--- config.mk ---
export PLATFORM = sky130hd
export DESIGN_NAME = clk_src_ctrl
export DESIGN_NICKNAME = d
export VERILOG_FILES = /design/src/rtl/clk_ctl_pkg.sv /design/src/rtl/clk_src_sel.sv /design/src/rtl/clk_tick_div.sv /design/src/rtl/clk_src_ctrl.sv
export SDC_FILE = /design/constraint.sdc
export NUM_CORES = 1
export LEC_CHECK = 0
export BUFFER_PORTS_ARGS = -buffer_cell sky130_fd_sc_hd__clkbuf_2
export CAP_MARGIN = 30
export CORE_ASPECT_RATIO = 1.4
export CORE_UTILIZATION = 50
export DETAILED_ROUTE_END_ITERATION = 7
export GPL_TIMING_DRIVEN = 0
export PLACE_DENSITY = 0.77
export SETUP_SLACK_MARGIN = 0.1
export SYNTH_ARGS = -nofsm -noshare
export SYNTH_HDL_FRONTEND = slang
export SYNTH_HIERARCHICAL = 1
export SYNTH_SLANG_ARGS = --single-unit
--- constraint.sdc ---
create_clock -name clk -period 5.4 [get_ports clk]
set_input_delay 0.27 -clock clk [delete_from_list [all_inputs] [get_ports clk]]
set_output_delay 0.27 -clock clk [all_outputs]
set_load 0.005 [all_outputs]
--- src/rtl/clk_ctl_pkg.sv ---
package clk_ctl_pkg;

    typedef enum logic [1:0] {
        SRC_MAIN_A = 2'b00,
        SRC_MAIN_B = 2'b01,
        SRC_PLL    = 2'b10,
        SRC_SUB    = 2'b11
    } src_e;

    // permitted source moves, independent of enable/lock conditions
    function automatic logic move_ok(src_e cur, src_e nxt);
        logic ok;
        case (cur)
            SRC_MAIN_A: ok = (nxt == SRC_MAIN_B) || (nxt == SRC_PLL);
            SRC_MAIN_B: ok = (nxt == SRC_SUB) || (nxt == SRC_MAIN_A);
            SRC_PLL:    ok = (nxt == SRC_MAIN_A);
            default:    ok = (nxt == SRC_MAIN_B);
        endcase
        return ok;
    endfunction

endpackage

--- src/rtl/clk_src_sel.sv ---
module clk_src_sel
    import clk_ctl_pkg::*;
(
    input  logic       clk,
    input  logic       rst_n,
    input  logic       main_tick_i,
    input  logic       pll_tick_i,
    input  logic       sub_tick_i,
    input  logic       pll_lock_i,
    input  logic       pll_en_i,
    input  logic       sub_en_i,
    input  logic       main_halt_en_i,
    input  logic       wr_i,
    input  logic [1:0] req_i,
    input  logic       err_clr_i,
    output logic [1:0] sel_o,
    output logic       switch_o,
    output logic       base_o,
    output logic       err_o,
    output logic       main_run_o,
    output logic       pll_run_o
);

    typedef struct packed {
        src_e sel;
        logic err;
        logic run;
        logic pll_run;
        logic phase;
    } sel_state_t;

    sel_state_t s_q, s_d;
    src_e       req;
    logic       differs, allowed, accept, reject;

    always_comb begin
        req     = src_e'(req_i);
        differs = wr_i && (req != s_q.sel);
        allowed = move_ok(s_q.sel, req);
        if (req == SRC_SUB && !sub_en_i)                    allowed = 1'b0;
        if (req == SRC_PLL && !(pll_en_i && pll_lock_i))    allowed = 1'b0;
        if (s_q.sel == SRC_SUB && !s_q.run)                 allowed = 1'b0;
        accept  = differs && allowed;
        reject  = differs && !allowed;

        case (s_q.sel)
            SRC_PLL: base_o = pll_tick_i;
            SRC_SUB: base_o = sub_tick_i;
            default: base_o = main_tick_i && s_q.phase;
        endcase

        s_d         = s_q;
        s_d.err     = reject || (s_q.err && !err_clr_i);
        s_d.run     = !(main_halt_en_i && s_q.sel == SRC_SUB);
        s_d.pll_run = pll_en_i;
        if (accept) begin
            s_d.sel   = req;
            s_d.phase = 1'b0;
        end else if (main_tick_i) begin
            s_d.phase = !s_q.phase;
        end
    end

    always_ff @(posedge clk or negedge rst_n) begin
        if (!rst_n) begin
            s_q <= '{sel: SRC_MAIN_A, err: 1'b0, run: 1'b1, pll_run: 1'b0, phase: 1'b0};
        end else begin
            s_q <= s_d;
        end
    end

    assign sel_o      = s_q.sel;
    assign switch_o   = accept;
    assign err_o      = s_q.err;
    assign main_run_o = s_q.run;
    assign pll_run_o  = s_q.pll_run;

endmodule

--- src/rtl/clk_tick_div.sv ---
module clk_tick_div #(
    parameter int CODE_W = 4
) (
    input  logic              clk,
    input  logic              rst_n,
    input  logic              restart_i,
    input  logic              base_i,
    input  logic [CODE_W-1:0] code_i,
    output logic              tick_o
);

    typedef struct packed {
        logic [CODE_W-1:0] cnt;
        logic [CODE_W-1:0] div;
        logic              tick;
    } div_state_t;

    div_state_t d_q, d_d;

    always_comb begin
        d_d      = d_q;
        d_d.tick = 1'b0;
        if (restart_i) begin
            d_d.cnt = '0;
            d_d.div = code_i;
        end else if (base_i) begin
            if (d_q.cnt == d_q.div) begin
                d_d.cnt  = '0;
                d_d.div  = code_i;
                d_d.tick = 1'b1;
            end else begin
                d_d.cnt = d_q.cnt + 1'b1;
            end
        end
    end

    always_ff @(posedge clk or negedge rst_n) begin
        if (!rst_n) begin
            d_q <= '0;
        end else begin
            d_q <= d_d;
        end
    end

    assign tick_o = d_q.tick;

endmodule

--- src/rtl/clk_src_ctrl.sv ---
module clk_src_ctrl #(
    parameter int CODE_W = 4
) (
    input  logic              clk,
    input  logic              rst_n,
    input  logic              main_tick_i,
    input  logic              pll_tick_i,
    input  logic              sub_tick_i,
    input  logic              pll_lock_i,
    input  logic              pll_en_i,
    input  logic              sub_en_i,
    input  logic              main_halt_en_i,
    input  logic              sel_wr_i,
    input  logic [1:0]        sel_req_i,
    input  logic              err_clr_i,
    input  logic [CODE_W-1:0] cpu_div_i,
    input  logic [CODE_W-1:0] per_div_i,
    input  logic [CODE_W-1:0] ext_div_i,
    output logic [1:0]        sel_o,
    output logic              err_o,
    output logic              main_run_o,
    output logic              pll_run_o,
    output logic              base_tick_o,
    output logic              cpu_tick_o,
    output logic              per_tick_o,
    output logic              ext_tick_o
);

    localparam int NUM_OUT = 3;

    logic                          switch_now;
    logic                          base_now;
    logic                          base_q;
    logic [NUM_OUT-1:0][CODE_W-1:0] codes;
    logic [NUM_OUT-1:0]            ticks;

    clk_src_sel u_sel (
        .clk            (clk),
        .rst_n          (rst_n),
        .main_tick_i    (main_tick_i),
        .pll_tick_i     (pll_tick_i),
        .sub_tick_i     (sub_tick_i),
        .pll_lock_i     (pll_lock_i),
        .pll_en_i       (pll_en_i),
        .sub_en_i       (sub_en_i),
        .main_halt_en_i (main_halt_en_i),
        .wr_i           (sel_wr_i),
        .req_i          (sel_req_i),
        .err_clr_i      (err_clr_i),
        .sel_o          (sel_o),
        .switch_o       (switch_now),
        .base_o         (base_now),
        .err_o          (err_o),
        .main_run_o     (main_run_o),
        .pll_run_o      (pll_run_o)
    );

    always_ff @(posedge clk or negedge rst_n) begin
        if (!rst_n) begin
            base_q <= 1'b0;
        end else begin
            base_q <= base_now && !switch_now;
        end
    end

    assign codes = {ext_div_i, per_div_i, cpu_div_i};

    for (genvar g = 0; g < NUM_OUT; g++) begin : g_div
        clk_tick_div #(.CODE_W(CODE_W)) u_div (
            .clk       (clk),
            .rst_n     (rst_n),
            .restart_i (switch_now),
            .base_i    (base_now),
            .code_i    (codes[g]),
            .tick_o    (ticks[g])
        );
    end

    assign base_tick_o = base_q;
    assign cpu_tick_o  = ticks[0];
    assign per_tick_o  = ticks[1];
    assign ext_tick_o  = ticks[2];

endmodule

==> results.py, run 1 <==
metrics = {
    "power_and_ir_drop": {
        "power.share.sequential_pct": 37.9,
        "internal-power_uw": 797,
        "clkPwrFrac_pct": 14.8,
        "switching_share_pct": 36.8,
        "powerDensity_mw_per_mm2": 587,
        "ir_drop_mv": 0.306,
        "p_comb_share_pct": 47.2,
        "switchingPower_uw": 464,
        "leakagePower_nw": 1.07,
    },
    "synthesis": {
        "synth_edf_count": 0,
        "synth-simple-area-share_pct": 15.1,
        "synth_seq_area_share_pct": 46.8,
        "synth_nets": 191,
        "synthTopCellsByCount": "dfrtp_1, mux2_4, nand3_1, xnor2_1, nand2_1",
        "yosys_warnings": 6,
        "yosysTopAreaCellShare_pct": 45.4,
        "synth_top_family_by_area": "simple AND/OR/NAND/NOR gates",
        "synth_compound_area_share_pct": 9.77,
        "ys_seq_elements": 34,
        "synth-xor-area-share_pct": 7.22,
        "netlist_area_mm2": 0.00182,
        "synth.most_common_cell": "dfrtp_1",
        "async_flop_share_pct": 100,
        "synthMuxAreaShare_pct": 12.6,
        "netlist_instances": 159,
        "synthAdderAreaFrac_pct": 4.81,
        "yosysTopAreaCell": "dfrtp_1",
        "synth_cell_types": 28,
        "synth_top_flop_cell": "dfrtp_1",
        "syn_avg_cell_area_um2": 11.4,
        "yosys-top-cells-area": "dfrtp_1, mux2_4, xnor2_1",
    },
    "global_routing": {
        "grt_pass1_wl_mm": 5.75,
        "grtUsageTotal_pct": 20.8,
        "grt_pass1_vias": 1344,
        "grt_max_degree": 35,
        "antenna_found_initial": 0,
        "overflow": 0,
    },
    "detailed_routing": {
        "ant_nets": 0,
        "wirelength_mm": 3.44,
        "first_iter_violations": 31,
        "first_pass_iters": 5,
        "avgViaCountPerCell": 5.51,
        "routedWlPerCell_um": 14.2,
        "routed-via-count": 1333,
        "drc": 0,
    },
    "floorplan": {
        "die_x_um": 53.0,
        "die_h_um": 73.4,
        "rows": 25,
        "io_pins": 34,
        "fp.coreArea_mm2": 0.00344,
        "start_util_pct": 52.9,
        "die_area_mm2": 0.00389,
    },
    "worst_setup_path": {
        "cp.required_ps": 5560,
        "cp_slowest_cell": "nor3_2",
        "startpoint": "u_sel/sel_o[1]",
        "path_cells": "buf_6 -> o21ai_0 -> o22ai_2 -> nor3_2 -> buf_6 -> o21ba_4 -> mux2_4",
        "cp_max_fo": 12,
        "cp-end-kind": "flip-flop",
        "critPathMaxStageDelay_ps": 710,
        "crit_type": "flip-flop to flip-flop",
        "reg2regPathDepth": 7,
        "path_buf_inv": 2,
        "critPathMostFrequentCell": "buf_6",
        "cp_top_family": "simple AND/OR/NAND/NOR gates",
        "r2r-start": "u_sel/sel_o[1]",
        "crit_arrival_ps": 2600,
        "cp-endpoint": "g_div[2].u_div/d_q[3]",
        "start_kind": "flip-flop",
        "timing.rr.end": "g_div[2].u_div/d_q[3]",
        "cp_num_cells": 7,
        "reg2reg_slack_ps": 2960,
    },
    "finish": {
        "drive_gt1_share_pct": 35.1,
        "final_nets": 233,
        "num_antenna_cells": 0,
        "area_growth_syn_to_layout_pct": 18.2,
    },
    "sta": {
        "finalCriticalPeriod_ps": 2440,
        "final.setup.worst_slack_ps": 2960,
        "rsz0062_at_grt": "no",
        "fin_tns_setup_ps": 0,
        "finalMaxSlewViolations": 0,
        "fmax_mhz": 410,
        "timing.final.crit_share_pct": 45.1,
        "maxSlewHeadroom_pct": 42.3,
        "tightest_slew_ps": 861,
        "finalHoldViolations": 0,
        "finalClockSkew_ps": 6.76,
        "finalSetupViolCount": 0,
    },
    "clock_tree": {
        "postCtsSetupBuffers": 0,
        "cts_tree": "done",
        "insertion_delay_ps": 280,
        "postCtsHoldBufs": 0,
        "cts_made_buffers": 5,
        "root_buffer": "clkbuf_8",
        "clock_sinks": 34,
        "cts_buffer_depth": 2,
        "cts_resized": 0,
        "clk_pin_slew_worst_paths_ps": 70,
        "cts_htree_levels": 2,
    },
    "placement": {
        "port_buffers": 33,
        "hpwl_mm": 2.61,
        "gp_congestion": 0.723,
        "dpl_worst_slack_ps": 2690,
    },
    "hold_path": {
        "hold_path_class": "input pin to async pin",
    },
    "flow_run": {
        "drv_cap": 0,
    },
    "run_status": {
        "status": "finished clean",
    },
}
-- area by class of cell --
| class | count | area (µm²) |
|---|---|---|
| clock inverter | 1 | 5.00 |
| inverter | 11 | 41.3 |
| buffer | 3 | 26.3 |
| multi-input combinational | 111 | 905 |
| sequential | 34 | 852 |
| timing repair buffer | 35 | 184 |
| tap | 40 | 50.0 |
| fill | 288 | 1290 |
| clock buffer | 7 | 86.3 |
-- cells by family (layout without fill, tap and decap cells) --
family          Yosys count  in the layout
flops                    34             34
xor+xnor                 15             15
buf+inv                  14             57
simple gates             49             49
compound gates           24             24
fa+ha+maj                 7              7
mux                      16             16
-- per-layer routing --
layer / vias up / routed length (µm) / GRT usage (%)
met3: 8 / 211 / 5.59
li1: 633 / - / -
met1: 641 / 1310 / 23.4
met2: 51 / 1860 / 36.0
met4: 0 / 65 / 8.77
met5: - / 0 / 0
-- worst min path at each step --
| stage | to | cells past startpoint |
|---|---|---|
| 2_1_floorplan | base_tick_o | 0 |
| 3_3_place_gp | u_sel/s_q[0] | 1 |
| 3_5_place_dp | u_sel/sel_o[1] | 1 |
| 4_1_cts | u_sel/sel_o[1] | 1 |
| 5_1_grt | u_sel/pll_run_o | 1 |
| 6_report | u_sel/s_q[0] | 1 |
-- state kept, by name (all words and copies together), names as in the netlist --
name	flops
u_sel/s_q	1
u_sel/sel_o	2
u_sel/pll_run_o	1
base_tick_o	1
u_sel/err_o	1
u_sel/main_run_o	1
g_div.u_div/d_q	24
g_div.u_div/tick_o	3
-- power groups by stage --
stage | Combinational [mW] | Sequential [mW] | Clock [mW]
after floorplan | 0.474 | 0.455 | 0
after global placement | 0.551 | 0.471 | 0
after detailed placement | 0.597 | 0.481 | 0
after CTS | 0.601 | 0.478 | 0.193
after global routing | 0.658 | 0.494 | 0.205
final | 0.596 | 0.478 | 0.187
-- placed cells by master (no fill, tap or decap), drive strengths merged --
| cell | n |
|---|---|
| a21oi | 6 |
| a22o | 1 |
| a22oi | 3 |
| a31oi | 3 |
| and3 | 1 |
| buf | 5 |
| clkbuf | 40 |
| clkinv | 1 |
| dfrtp | 33 |
| dfstp | 1 |
| ha | 7 |
| inv | 11 |
| mux2 | 16 |
| nand2 | 12 |
| nand3 | 13 |
| nand3b | 6 |
| nand4 | 3 |
| nor2 | 8 |
| nor2b | 1 |
| nor3 | 5 |
| o21ai | 6 |
| o21ba | 3 |
| o22ai | 2 |
| xnor2 | 13 |
| xor2 | 2 |
-- metrics by stage --
step / power, mW / hold slack [ps] / area, µm² / utilization, % / std cells
after detailed placement: 1.08 / 410 / 2060 / 59.8 / 234
after floorplan: 0.929 / -25.6 / 1820 / - / 159
after global placement: 1.02 / 394 / 2030 / 59.1 / 232
after CTS: 1.27 / 96.5 / 2150 / 62.5 / 242
after global routing: 1.36 / 107 / 2150 / 62.5 / 242
final: 1.26 / 66.3 / 2150 / 62.5 / 242
(Power assumes the default switching activity.)
==> inputs of run 2 (changes only) <==
clock period = 2.5 ns   (was 5.4 ns; I/O delays follow)
==> run 2 against run 1 <==
Core utilization increased by 0.87 points. Sequential power increased by 120%. Count of clock-buffer cells in the layout unchanged.
==> results.py, run 2 (synthesized netlist as in run 1, its figures left out) <==
metrics = {
    "sta": {
        "timing.final.crit_share_pct": 90.9,
        "finalHoldViolations": 0,
        "maxSlewHeadroom_pct": 45.1,
        "tightest_slew_ps": 823,
        "final.setup.worst_slack_ps": 228,
        "finalSetupViolCount": 0,
        "rsz0062_at_grt": "no",
        "finalCriticalPeriod_ps": 2270,
        "fmax_mhz": 440,
        "finalMaxSlewViolations": 0,
        "finalClockSkew_ps": 7.81,
    },
    "clock_tree": {
        "cts_buffer_depth": 2,
        "clk_pin_slew_worst_paths_ps": 70,
        "cts_tree": "done",
        "cts_made_buffers": 5,
        "postCtsSetupBuffers": 0,
        "postCtsHoldBufs": 3,
        "root_buffer": "clkbuf_8",
        "cts_htree_levels": 2,
        "cts_resized": 0,
        "insertion_delay_ps": 290,
        "clock_sinks": 34,
    },
    "detailed_routing": {
        "avgViaCountPerCell": 5.64,
        "ant_nets": 0,
        "drc": 0,
        "wirelength_mm": 3.65,
        "first_iter_violations": 30,
        "routed-via-count": 1383,
        "first_pass_iters": 4,
        "routedWlPerCell_um": 14.9,
    },
    "power_and_ir_drop": {
        "power.share.sequential_pct": 37.6,
        "switchingPower_mw": 1.03,
        "leakagePower_nw": 1.08,
        "clkPwrFrac_pct": 15.0,
        "power_mw": 2.75,
        "ir_drop_mv": 0.700,
        "powerDensity_mw_per_mm2": 1260,
        "p_comb_share_pct": 47.4,
        "switching_share_pct": 37.3,
        "internal-power_mw": 1.72,
    },
    "global_routing": {
        "antenna_found_initial": 0,
        "grt_pass1_wl_mm": 6.13,
        "grt_pass1_vias": 1380,
        "grtUsageTotal_pct": 22.3,
        "grt_max_degree": 35,
        "overflow": 0,
    },
    "floorplan": {
        "start_util_pct": 52.9,
        "rows": 25,
        "die_h_um": 73.4,
        "fp.coreArea_mm2": 0.00344,
        "io_pins": 34,
        "die_x_um": 53.0,
        "die_area_mm2": 0.00389,
    },
    "hold_path": {
        "hold_path_class": "input pin to flip-flop",
        "worstHoldStart": "err_clr_i",
    },
    "worst_setup_path": {
        "critPathMostFrequentCell": "buf_6",
        "crit_arrival_ps": 2450,
        "crit_type": "flip-flop to flip-flop",
        "cp_slowest_cell": "nor3_2",
        "critPathMaxStageDelay_ps": 550,
        "start_kind": "flip-flop",
        "r2r-start": "u_sel/sel_o[1]",
        "path_cells": "buf_6 -> o21ai_0 -> o22ai_2 -> nor3_2 -> buf_6 -> o21ba_4 -> mux2_4",
        "startpoint": "u_sel/sel_o[1]",
        "cp-end-kind": "flip-flop",
        "cp.required_ps": 2670,
        "cp_max_fo": 12,
    },
    "finish": {
        "num_antenna_cells": 0,
        "area_growth_syn_to_layout_pct": 19.8,
        "fillers": 283,
        "mostFrequentLayoutCells": "dfrtp_1, clkbuf_2, xnor2_1, mux2_4, nand3_1",
        "regMostFlops": "g_div.u_div/d_q",
        "largest_reg_flops": 24,
        "final_nets": 236,
        "drive_gt1_share_pct": 34.6,
    },
    "run_status": {
        "status": "finished clean",
    },
    "placement": {
        "gp_congestion": 0.750,
        "hpwl_mm": 2.66,
        "port_buffers": 33,
        "dpl_worst_slack_ps": 107,
    },
    "flow_run": {
        "drv_cap": 0,
    },
}
-- run 2: cell types whose count changed in the layout (fill, tap and decap cells not counted) --
| cell | change |
|---|---|
| dlygate4sd3_1 | +3 |
-- run 2: routing by layer --
layer	GRT usage [%]	up-vias	wire, µm
li1	-	641	-
met3	5.59	6	193
met1	23.4	682	1400
met5	0	-	0
met2	40.4	54	1980
met4	10.5	0	75
-- run 2: layout make-up --
| class | count | area [µm²] | share of cell area [%] |
|---|---|---|---|
| Multi-Input combinational cell | 111 | 905 | 41.5 |
| Sequential cell | 34 | 852 | 39.1 |
| Tap cell | 40 | 50.0 | 2.30 |
| Inverter | 11 | 41.3 | 1.89 |
| Clock inverter | 1 | 5.00 | 0.230 |
| Clock buffer | 7 | 86.3 | 3.96 |
| Timing Repair Buffer | 38 | 214 | 9.82 |
| Buffer | 3 | 26.3 | 1.21 |
-- run 2: worst paths after layout --
check,to,slack [ps],cells past startpoint
worst max-delay path,g_div[1].u_div/d_q[1],230,7
worst min register to register,g_div[2].u_div/d_q[3],540,1
worst max register to register,g_div[1].u_div/d_q[1],230,7
min in group asynchronous,g_div[0].u_div/d_q[4],460,2
worst min-delay path,u_sel/err_o,20,2
max in group asynchronous,g_div[1].u_div/d_q[7],1520,2
-- run 2: worst max-delay path, delay by kind of cell, from the launching register on --
family                 cells  cell delay (ps)
AND/OR/NAND/NOR            1              550
multiplexers               1              300
flip-flops                 1              390
AO/OA/AOI/OAI              3              530
buffers and inverters      2              390
-- run 2: power groups by stage --
stage          Sequential, mW  Combinational, mW  Clock, mW
3_3_place_gp             1.02               1.20          0
2_1_floorplan           0.982               1.03          0
5_1_grt                  1.07               1.43      0.442
6_report                 1.04               1.30      0.412
4_1_cts                  1.03               1.30      0.428
3_5_place_dp             1.04               1.29          0
-- run 2: per-stage QoR --
step                cells  hold WS (ps)  utilization, %  TNS (ps)  area, µm²
floorplan             159          -171               -         0       1820
finish                245          19.4            63.3         0       2180
global placement      232           240            59.3     -4790       2040
global route          245          26.0            63.3         0       2180
CTS                   245          12.4            63.3         0       2180
detailed placement    234           260            59.8         0       2060
